<file path="config.mk">
export PLATFORM = sky130hd
export DESIGN_NAME = rect_fill
export DESIGN_NICKNAME = d
export VERILOG_FILES = /design/src/rtl/rf_pkg.sv /design/src/rtl/rf_check.sv /design/src/rtl/rf_lane.sv /design/src/rtl/rf_walker.sv /design/src/rtl/rect_fill.sv
export SDC_FILE = /design/constraint.sdc
export NUM_CORES = 1
export LEC_CHECK = 0
export CAP_MARGIN = 10
export CORE_MARGIN = 3
export CORE_UTILIZATION = 51
export CTS_BUF_LIST = sky130_fd_sc_hd__clkbuf_4
export CTS_CLUSTER_SIZE = 28
export DETAILED_ROUTE_END_ITERATION = 8
export PLACE_DENSITY = 0.8
export SETUP_SLACK_MARGIN = 0.1
export SYNTH_ARGS = -nofsm -noshare
export SYNTH_HDL_FRONTEND = slang
export SYNTH_SLANG_ARGS = --single-unit
</file>
<file path="constraint.sdc">
create_clock -name clk -period 4.9 [get_ports clk]
set_input_delay 0.735 -clock clk [delete_from_list [all_inputs] [get_ports clk]]
set_output_delay 0.735 -clock clk [all_outputs]
set_load 0.02 [all_outputs]
</file>
<file path="src/rtl/rf_pkg.sv">
package rf_pkg;
  typedef enum logic [1:0] {
    DEPTH_8   = 2'd0,
    DEPTH_16  = 2'd1,
    DEPTH_32  = 2'd2,
    DEPTH_BAD = 2'd3
  } depth_e;

  localparam logic [7:0] ROP_FILL = 8'hF0;
  localparam logic [7:0] ROP_KEEP = 8'hAA;
  localparam int         DW       = 32;
  localparam int         BW       = DW / 8;

  function automatic logic [2:0] pix_bytes(depth_e d);
    case (d)
      DEPTH_8:  return 3'd1;
      DEPTH_16: return 3'd2;
      default:  return 3'd4;
    endcase
  endfunction

  function automatic logic [1:0] align_mask(depth_e d);
    case (d)
      DEPTH_8:  return 2'b00;
      DEPTH_16: return 2'b01;
      default:  return 2'b11;
    endcase
  endfunction
endpackage

</file>
<file path="src/rtl/rf_check.sv">
module rf_check
  import rf_pkg::*;
#(
  parameter int AW      = 32,
  parameter int PW      = 16,
  parameter int WW      = 16,
  parameter int HW      = 16,
  parameter int W_LIMIT = 32768
) (
  input  logic [AW-1:0] base,
  input  logic [PW-1:0] pitch,
  input  logic [WW-1:0] width,
  input  logic [HW-1:0] height,
  input  logic [7:0]    rop,
  input  depth_e        depth,
  input  logic [1:0]    wmask,
  output logic          bad_param,
  output logic          bad_rop,
  output logic          no_work
);
  logic [1:0] amask;

  always_comb begin
    amask     = align_mask(depth);
    bad_param = (depth == DEPTH_BAD)
              || ((base[1:0] & amask) != 2'b00)
              || (pitch[1:0] != 2'b00)
              || (32'(width) >= 32'(W_LIMIT))
              || ((width[1:0] & amask) != 2'b00);
    bad_rop   = (rop != ROP_FILL) && (rop != ROP_KEEP);
    no_work   = (width == '0) || (height == '0) || (rop == ROP_KEEP)
              || ((depth == DEPTH_32) && (wmask == 2'b00));
  end
endmodule

</file>
<file path="src/rtl/rf_lane.sv">
module rf_lane
  import rf_pkg::*;
(
  input  logic [1:0]    addr_lo,
  input  depth_e        depth,
  input  logic [1:0]    wmask,
  input  logic [DW-1:0] pattern,
  output logic [BW-1:0] be,
  output logic [DW-1:0] data
);
  always_comb begin
    case (depth)
      DEPTH_8: begin
        be   = 4'b0001 << addr_lo;
        data = {4{pattern[7:0]}};
      end
      DEPTH_16: begin
        be   = 4'b0011 << addr_lo;
        data = {2{pattern[15:0]}};
      end
      default: begin
        be   = {wmask[1], {3{wmask[0]}}};
        data = pattern;
      end
    endcase
  end
endmodule

</file>
<file path="src/rtl/rf_walker.sv">
module rf_walker #(
  parameter int AW = 32,
  parameter int WW = 16,
  parameter int HW = 16
) (
  input  logic          clk,
  input  logic          rst,
  input  logic          load,
  input  logic          adv,
  input  logic [AW-1:0] base,
  input  logic [AW-1:0] pitch,
  input  logic [WW-1:0] width,
  input  logic [HW-1:0] height,
  input  logic [2:0]    step,
  output logic [AW-1:0] addr,
  output logic [AW-1:0] nxt_addr,
  output logic          last
);
  logic [AW-1:0] row_base, pitch_q;
  logic [WW-1:0] col, width_q;
  logic [HW-1:0] row, height_q;
  logic [2:0]    step_q;
  logic          wrap;

  always_comb begin
    wrap = (col + WW'(step_q)) == width_q;
    last = wrap && (row == height_q - HW'(1));
    if (load)
      nxt_addr = base;
    else if (adv)
      nxt_addr = wrap ? row_base + pitch_q : addr + AW'(step_q);
    else
      nxt_addr = addr;
  end

  always_ff @(posedge clk) begin
    if (rst) begin
      row_base <= '0;
      addr     <= '0;
      pitch_q  <= '0;
      col      <= '0;
      width_q  <= '0;
      row      <= '0;
      height_q <= '0;
      step_q   <= '0;
    end else if (load) begin
      row_base <= base;
      addr     <= base;
      pitch_q  <= pitch;
      col      <= '0;
      width_q  <= width;
      row      <= '0;
      height_q <= height;
      step_q   <= step;
    end else if (adv) begin
      addr <= nxt_addr;
      if (wrap) begin
        row_base <= nxt_addr;
        col      <= '0;
        row      <= row + HW'(1);
      end else begin
        col <= col + WW'(step_q);
      end
    end
  end
endmodule

</file>
<file path="src/rtl/rect_fill.sv">
module rect_fill
  import rf_pkg::*;
#(
  parameter int AW      = 32,
  parameter int PW      = 16,
  parameter int W_LIMIT = 32768
) (
  input  logic          clk,
  input  logic          rst,
  input  logic          cmd_start,
  input  logic [AW-1:0] cmd_base,
  input  logic [PW-1:0] cmd_pitch,
  input  logic [31:0]   cmd_size,
  input  logic [31:0]   cmd_pattern,
  input  logic [7:0]    cmd_rop,
  input  logic [1:0]    cmd_depth,
  input  logic [1:0]    cmd_wmask,
  output logic          busy,
  output logic          done,
  output logic          err_param,
  output logic          err_rop,
  output logic          mem_we,
  output logic [AW-1:0] mem_addr,
  output logic [3:0]    mem_be,
  output logic [31:0]   mem_wdata,
  input  logic          mem_ready
);
  localparam int WW = 16;
  localparam int HW = 16;

  depth_e        depth_in, depth_q, depth_sel;
  logic [1:0]    wmask_q, wmask_sel;
  logic [WW-1:0] width_in;
  logic [HW-1:0] height_in;
  logic [AW-1:0] pitch_ext, nxt_addr;
  logic          bad_param, bad_rop, no_work;
  logic          accept, go, fire, last;
  logic [BW-1:0] lane_be;
  logic [DW-1:0] lane_data;

  assign depth_in  = depth_e'(cmd_depth);
  assign width_in  = cmd_size[WW-1:0];
  assign height_in = cmd_size[31:32-HW];
  assign pitch_ext = {{(AW-PW){cmd_pitch[PW-1]}}, cmd_pitch};
  assign accept    = cmd_start && !busy;
  assign go        = accept && !bad_param && !bad_rop && !no_work;
  assign fire      = mem_we && mem_ready;
  assign depth_sel = go ? depth_in : depth_q;
  assign wmask_sel = go ? cmd_wmask : wmask_q;

  rf_check #(.AW(AW), .PW(PW), .WW(WW), .HW(HW), .W_LIMIT(W_LIMIT)) u_check (
    .base(cmd_base), .pitch(cmd_pitch), .width(width_in), .height(height_in),
    .rop(cmd_rop), .depth(depth_in), .wmask(cmd_wmask),
    .bad_param(bad_param), .bad_rop(bad_rop), .no_work(no_work)
  );

  rf_walker #(.AW(AW), .WW(WW), .HW(HW)) u_walk (
    .clk(clk), .rst(rst), .load(go), .adv(fire && !last),
    .base(cmd_base), .pitch(pitch_ext), .width(width_in), .height(height_in),
    .step(pix_bytes(depth_in)), .addr(mem_addr), .nxt_addr(nxt_addr), .last(last)
  );

  rf_lane u_lane (
    .addr_lo(nxt_addr[1:0]), .depth(depth_sel), .wmask(wmask_sel),
    .pattern(cmd_pattern), .be(lane_be), .data(lane_data)
  );

  always_ff @(posedge clk) begin
    if (rst) begin
      busy      <= 1'b0;
      done      <= 1'b0;
      err_param <= 1'b0;
      err_rop   <= 1'b0;
      mem_we    <= 1'b0;
      mem_be    <= '0;
      mem_wdata <= '0;
      depth_q   <= DEPTH_8;
      wmask_q   <= '0;
    end else begin
      done <= 1'b0;
      if (accept) begin
        err_param <= bad_param;
        err_rop   <= bad_rop;
        if (go) begin
          busy      <= 1'b1;
          mem_we    <= 1'b1;
          mem_be    <= lane_be;
          mem_wdata <= lane_data;
          depth_q   <= depth_in;
          wmask_q   <= cmd_wmask;
        end else begin
          done <= 1'b1;
        end
      end else if (fire) begin
        if (last) begin
          mem_we <= 1'b0;
          busy   <= 1'b0;
          done   <= 1'b1;
        end else begin
          mem_be <= lane_be;
        end
      end
    end
  end
endmodule

</file>
* Word level (Yosys, flattened, before mapping)
Index checks and enable logic that the tools add are counted.
Storage, ports and cells: input port bits 128, register bits 191, word-level logic and storage cells 103
Operators by class: shifts and indexed selects 2, reduce and logical (&&, ||, !) cells 39, add/sub/neg operators 5, muxes and demuxes 27, $lt $le $gt $ge 1, bitwise logic cells 2, equality and inequality tests 11
Operators with widths (count):
- 32-bit 2-to-1 mux | 8
- 32-bit case mux with 2 select lines | 1
- 32-bit by 3-bit adder with 32-bit output | 1
- 32-bit adder | 1
- 16-bit equality test | 2
- 16-bit zero test | 2
- 16-bit by 1-bit adder with 16-bit output, second input constant | 1
- 16-bit by 3-bit adder with 16-bit output | 1
- 16-bit >= comparator, second input constant | 1
- 16-bit 2-to-1 mux | 1
- 4-bit 2-to-1 mux | 4
- 8-bit inequality test, second input constant | 2
- 16-bit by 1-bit subtractor with 16-bit output, second input constant | 1
- 2-bit nonzero test | 7
- 1-bit logical AND | 9
- 8-bit equality test, second input constant | 1
- 1-bit 2-to-1 mux | 8
- 4-bit case mux with 2 select lines | 1
- 1-bit logical OR | 7
- 2-bit zero test | 3
- 3-bit case mux with 2 select lines | 1
- 2-bit AND reduction | 3
- 3-bit AND reduction | 2
- 1-bit zero test | 5
- 10 further kinds | 14

* Longest topological paths before layout
depth after elaboration 18, mapped depth 15, mapped depth without buffers 13

* Cells and area by module
A second synthesis with hierarchy kept.
Unflattened totals: cell total of the unflattened synthesis 1564, area total of the unflattened synthesis 12575.8 sq um
By module, submodules not included:
- rf_walker | area an instance 10146.0 sq um, instances 1, cells an instance 1266, seq. area each 3263.1 sq um
- rect_fill | area an instance 1773.0 sq um, instances 1, cells an instance 210, seq. area each 880.8 sq um
- rf_lane | area an instance 496.7 sq um, instances 1, cells an instance 65, seq. area each 0.0 sq um
- rf_check | area an instance 160.2 sq um, instances 1, cells an instance 23, seq. area each 0.0 sq um

* Worst setup path after synthesis
OpenSTA, ideal clock, no wires.
path type register to register, start register u_walk.step_q[0], end register u_walk.row_base[5], buffers on the path 1, path slack 1204 ps, cell stages (with the launch flop) 15, clock period less this slack 3696 ps, arrival 3550 ps, path through dfxtp_1 ha_1 inv_1 fa_1 nand2b_1 a2111oi_0 xnor2_1 nand2_1 or4_1 or3_4 nand2_2 buf_2 a211oi_1 a221oi_2 a211oi_2
Between the ends: cells in the longest elaborated chain, start to end 10, elaborated cells on any way between the ends 15
RTL lines:
- from (decl) | line rf_walker.sv:22 | logic [2:0] step_q;
- from (signal assigned) | line rf_walker.sv:54 | step_q <= step;
- 16-bit by 3-bit adder with 16-bit output | line rf_walker.sv:26 | wrap = (col + WW'(step_q)) == width_q;
- 16-bit equality test | line rf_walker.sv:26
- 1-bit logical AND | line rf_walker.sv:27 | last = wrap && (row == height_q - HW'(1));
- 1-bit zero test | line rect_fill.sv:58 | .clk(clk), .rst(rst), .load(go), .adv(fire && !last),
- 1-bit logical AND | line rect_fill.sv:58
- 32-bit 2-to-1 mux | line rf_walker.sv:30 | else if (adv)
- 32-bit 2-to-1 mux | line rf_walker.sv:28 | if (load)
- 32-bit 2-to-1 mux | line rf_walker.sv:57 | if (wrap) begin
- 32-bit 2-to-1 mux | line rf_walker.sv:55 | end else if (adv) begin
- 32-bit 2-to-1 mux | line rf_walker.sv:46 | end else if (load) begin
- to (signal assigned) | line rf_walker.sv:47 | row_base <= base;
- to (signal assigned) | line rf_walker.sv:58 | row_base <= nxt_addr;
- to (decl) | line rf_walker.sv:19 | logic [AW-1:0] row_base, pitch_q;
Several ways; a longest one is shown, not always the timed one. The select of a mux whose other input is x is not followed. A chain may end at the register's enable or synchronous reset.

* Worst setup path in the final report
start register u_walk.step_q[2], end register u_walk.row_base[24]
The elaborated chain is that of the path after synthesis.

==> implementation parameters <==
Parameter                              Value

Pwr
  Power share of the combinational group    0.070
  Internal cell power    2070 uW
  Total power of the final layout    2740 uW
  Share of power burned in registers    0.569
  Worst voltage drop across the vdd grid    0.000155 V
  Clock share of power    0.361
  Power spent charging and discharging nets    670 uW
  Leakage power    0.00516 uW
  Total power divided by cell area    196 nW/um2
  Sw Ratio    0.245

Timing
  Period minus WS final    4.46 ns
  Number of slew-limit violations in the final report    0
  Setup repair after global routing missed its margin    false
  Max Clock Skew    0.0367 ns
  Slew headroom    0.371
  Final period util    0.910
  Setup tns final    0 ns
  Count of endpoints failing hold in the final timing report    0
  Max Freq    224 MHz
  Tightest Pin Transition    0.943 ns
  Final number of setup-violating endpoints    0

Setup path
  Critical R2R Launch    u_walk.step_q[2]$_SDFFE_PP0P_
  Sort of element at the end of the critical path    register
  Startpoint type of the worst setup path    register
  Cell depth of the worst flop-to-flop path    12
  Critical setup path kind    reg2reg
  Worst path required time    5.43 ns
  Biggest fanout along the worst timing path    30
  Critical path data arrival time    4.99 ns
  Worst setup startpoint    u_walk.step_q[2]$_SDFFE_PP0P_

Global routing
  Number of global-route vias before repair    11000
  Global route overflow    0
  Wire length of the first global-routing pass    56400 um
  Overall fraction of global-route tracks in use    0.284
  Pin count of the biggest net entering global routing    83
  Antenna violations before repair    1

Min path
  Class of the worst hold path    reg2reg
  Hold-critical path depth    2
  Worst hold path startpoint    mem_wdata[25]$_SDFFE_PP0P_

CTS
  Clock slew seen by the registers of the worst setup and hold paths    0.16 ns
  Sinks on Clock Net    191
  Library cell used as clock root buffer    sky130_fd_sc_hd__clkbuf_4
  Number of resized instances in the post-cts repair step    0
  Clock tree from TritonCTS    done
  Count of buffers added by post-CTS timing repair for setup    0
  Clock buffer count from CTS    17
  Clk_lat worst skew    0.63 ns
  Hold-fix buffers at CTS    0
  Number of buffers on the longest clock path    2
  Number of H-tree levels    4

Place
  Total half-perimeter wirelength after legalization and detailed placement    26000 um
  IO Port Bufs    200
  Final GP Congestion    0.940

Run
  Max Cap Violations    0

Yosys
  Top flip-flop cell by instance count after synthesis    sky130_fd_sc_hd__dfxtp_1
  Post-synth design cell area    11500 um2
  Post-synthesis sequential element count    191
  Async set-or-reset flop fraction in the synthesized netlist    0
  Syn avg cell area    7.95 um2
  Gate count after technology mapping    1452
  Net count after synthesis    1622
  Number of warnings issued by yosys    0
  Sequential cell area fraction in the yosys report    0.331
  Number of enable flip-flop cells after synthesis    0
  Count of different cell masters after synthesis    80

Die
  Floorplan die width    156 um
  Floorplan row count    54
  Standard cell core area    22000 um2
  Initial core utilization    0.524
  Die Ht    156 um
  Number of top-level design ports    201
  Die footprint    24500 um2

Final layout
  Area added between synthesis and finish    21.1%
  Fill cell total of the finished layout    1938
  Share of final-layout standard cells stronger than drive strength 1    0.0663
  Multi-input logic area    7230 um2
  Area taken by flip-flops and latches    3820 um2
  Post-layout nets    1772

Routing
  Via-to-Cell Ratio    6.12
  # DRC    0
  Iteration count of the initial detailed-routing pass    5
  Antenna-violating nets left    0
  Vias    11600
  DRT Wirelength    35500 um
  Number of DRC markers in iteration 0    1137
  Avg WL per Cell    18.7 um

Status
  Status    finished, final reports clean
[Yosys cell counts (11+ instances only)]
library cell	instances	area [um2]
sky130_fd_sc_hd__nand2b_1	11	68.8
sky130_fd_sc_hd__inv_1	21	78.8
sky130_fd_sc_hd__clkbuf_1	65	244
sky130_fd_sc_hd__o21ai_0	58	290
sky130_fd_sc_hd__nor2_1	164	616
sky130_fd_sc_hd__nand2_1	204	766
sky130_fd_sc_hd__nor4_1	16	100
sky130_fd_sc_hd__nand4_1	28	175
sky130_fd_sc_hd__nand3_1	36	180
sky130_fd_sc_hd__a21oi_1	132	661
sky130_fd_sc_hd__a211oi_2	20	250
sky130_fd_sc_hd__nor2b_1	12	75.1
sky130_fd_sc_hd__ha_1	39	488
sky130_fd_sc_hd__and3_1	19	119
sky130_fd_sc_hd__mux2i_1	14	140
sky130_fd_sc_hd__a311oi_1	11	96.3
sky130_fd_sc_hd__a221oi_2	17	255
sky130_fd_sc_hd__nor3_1	32	160
sky130_fd_sc_hd__dfxtp_1	191	3820
sky130_fd_sc_hd__a211oi_1	47	353
sky130_fd_sc_hd__a31oi_1	15	93.8
sky130_fd_sc_hd__xnor2_1	53	464
sky130_fd_sc_hd__xor2_1	53	464
sky130_fd_sc_hd__a21o_1	27	203
sky130_fd_sc_hd__or3_1	15	93.8
[area by class of cell]
| class | count | share of cell area |
|---|---|---|
| diodes | 1 | 0.000179 |
| clock buffers | 17 | 0.00913 |
| multi-input cells | 1147 | 0.517 |
| clock inverters | 15 | 0.0135 |
| inverters | 21 | 0.00564 |
| repair buffers | 224 | 0.156 |
| well taps | 280 | 0.0250 |
| flip-flops and latches | 191 | 0.273 |
[placed cells by master, fill, tap and decap left out, types with 26 or more instances in the layout]
master                            instances
sky130_fd_sc_hd__nor2_1                 164
sky130_fd_sc_hd__clkdlybuf4s50_1        199
sky130_fd_sc_hd__dfxtp_1                191
sky130_fd_sc_hd__nand2_1                204
sky130_fd_sc_hd__xnor2_1                 53
sky130_fd_sc_hd__nand4_1                 28
sky130_fd_sc_hd__ha_1                    39
sky130_fd_sc_hd__o21ai_0                 58
sky130_fd_sc_hd__a21o_1                  26
sky130_fd_sc_hd__xor2_1                  53
sky130_fd_sc_hd__a211oi_1                47
sky130_fd_sc_hd__nand3_1                 36
sky130_fd_sc_hd__a21oi_1                132
sky130_fd_sc_hd__nor3_1                  32
[power groups by stage]
stage                     Sequential [uW]  Clock, uW  Combinational [uW]
final                                1560        987                 192
after detailed placement             1590          0                 189
after floorplan                      1590          0                47.9
after global routing                 1560       1050                 203
after CTS                            1560        992                 190
after global placement               1590          0                 188
[logic make-up after synthesis]
| family | after synthesis | synth area share |
|---|---|---|
| buf+inv | 114 | 0.0428 |
| compound gates | 397 | 0.243 |
| xor+xnor | 107 | 0.0823 |
| fa+ha+maj | 42 | 0.0475 |
| simple gates | 587 | 0.241 |
| flops | 191 | 0.331 |
| mux | 14 | 0.0121 |
[metal layers]
metal	up-vias	share of wire	global-route usage
met5	-	0	0
met4	0	0.029	0.110
met3	75	0.072	0.0462
met2	486	0.46	0.452
met1	5494	0.44	0.387
li1	5555	-	-
[state kept, by name, indices dropped and copies added, names as in the netlist]
signal           count
depth_q              2
done                 1
err_param            1
err_rop              1
mem_be               4
mem_wdata           32
mem_we               1
u_walk.addr         32
u_walk.col          16
u_walk.height_q     16
u_walk.pitch_q      16
u_walk.row          16
u_walk.row_base     32
u_walk.step_q        3
u_walk.width_q      16
wmask_q              2
[path summary, 6_finish.rpt]
| check | to | slack [ns] |
|---|---|---|
| min reg2reg | mem_wdata[25]$_SDFFE_PP0P_ | 0.46 |
| max | u_walk.row_base[24]$_SDFFE_PP0P_ | 0.44 |
| max reg2reg | u_walk.row_base[24]$_SDFFE_PP0P_ | 0.44 |
| min | mem_wdata[25]$_SDFFE_PP0P_ | 0.46 |
[metrics by stage]
stage / cells / instance area [um2] / hold WS [ns] / util / setup WS [ns]
2_1_floorplan: 1452 / 11500 / 0.432 / - / 1.20
3_3_place_gp: 1863 / 13700 / 0.438 / 0.620 / 0.585
3_5_place_dp: 1863 / 13700 / 0.446 / 0.620 / 0.515
4_1_cts: 1895 / 14000 / 0.466 / 0.635 / 0.467
5_1_grt: 1896 / 14000 / 0.485 / 0.635 / 0.200
6_report: 1896 / 14000 / 0.464 / 0.635 / 0.440
[worst max-delay path, cell delays in order, from the launching register on]
cell and delay, ns:
sky130_fd_sc_hd__dfxtp_1 0.41, sky130_fd_sc_hd__ha_1 0.32, sky130_fd_sc_hd__a211oi_1 0.18, sky130_fd_sc_hd__or4_1 0.57
sky130_fd_sc_hd__nor3_1 0.32, sky130_fd_sc_hd__mux2i_1 0.31, sky130_fd_sc_hd__nor4b_1 0.56, sky130_fd_sc_hd__nand2_1 0.60
sky130_fd_sc_hd__nor2_1 0.24, sky130_fd_sc_hd__a21o_2 0.16, sky130_fd_sc_hd__buf_4 0.35, sky130_fd_sc_hd__nor2_1 0.09
sky130_fd_sc_hd__a311oi_1 0.26
Power figures use the tool's default switching activity.
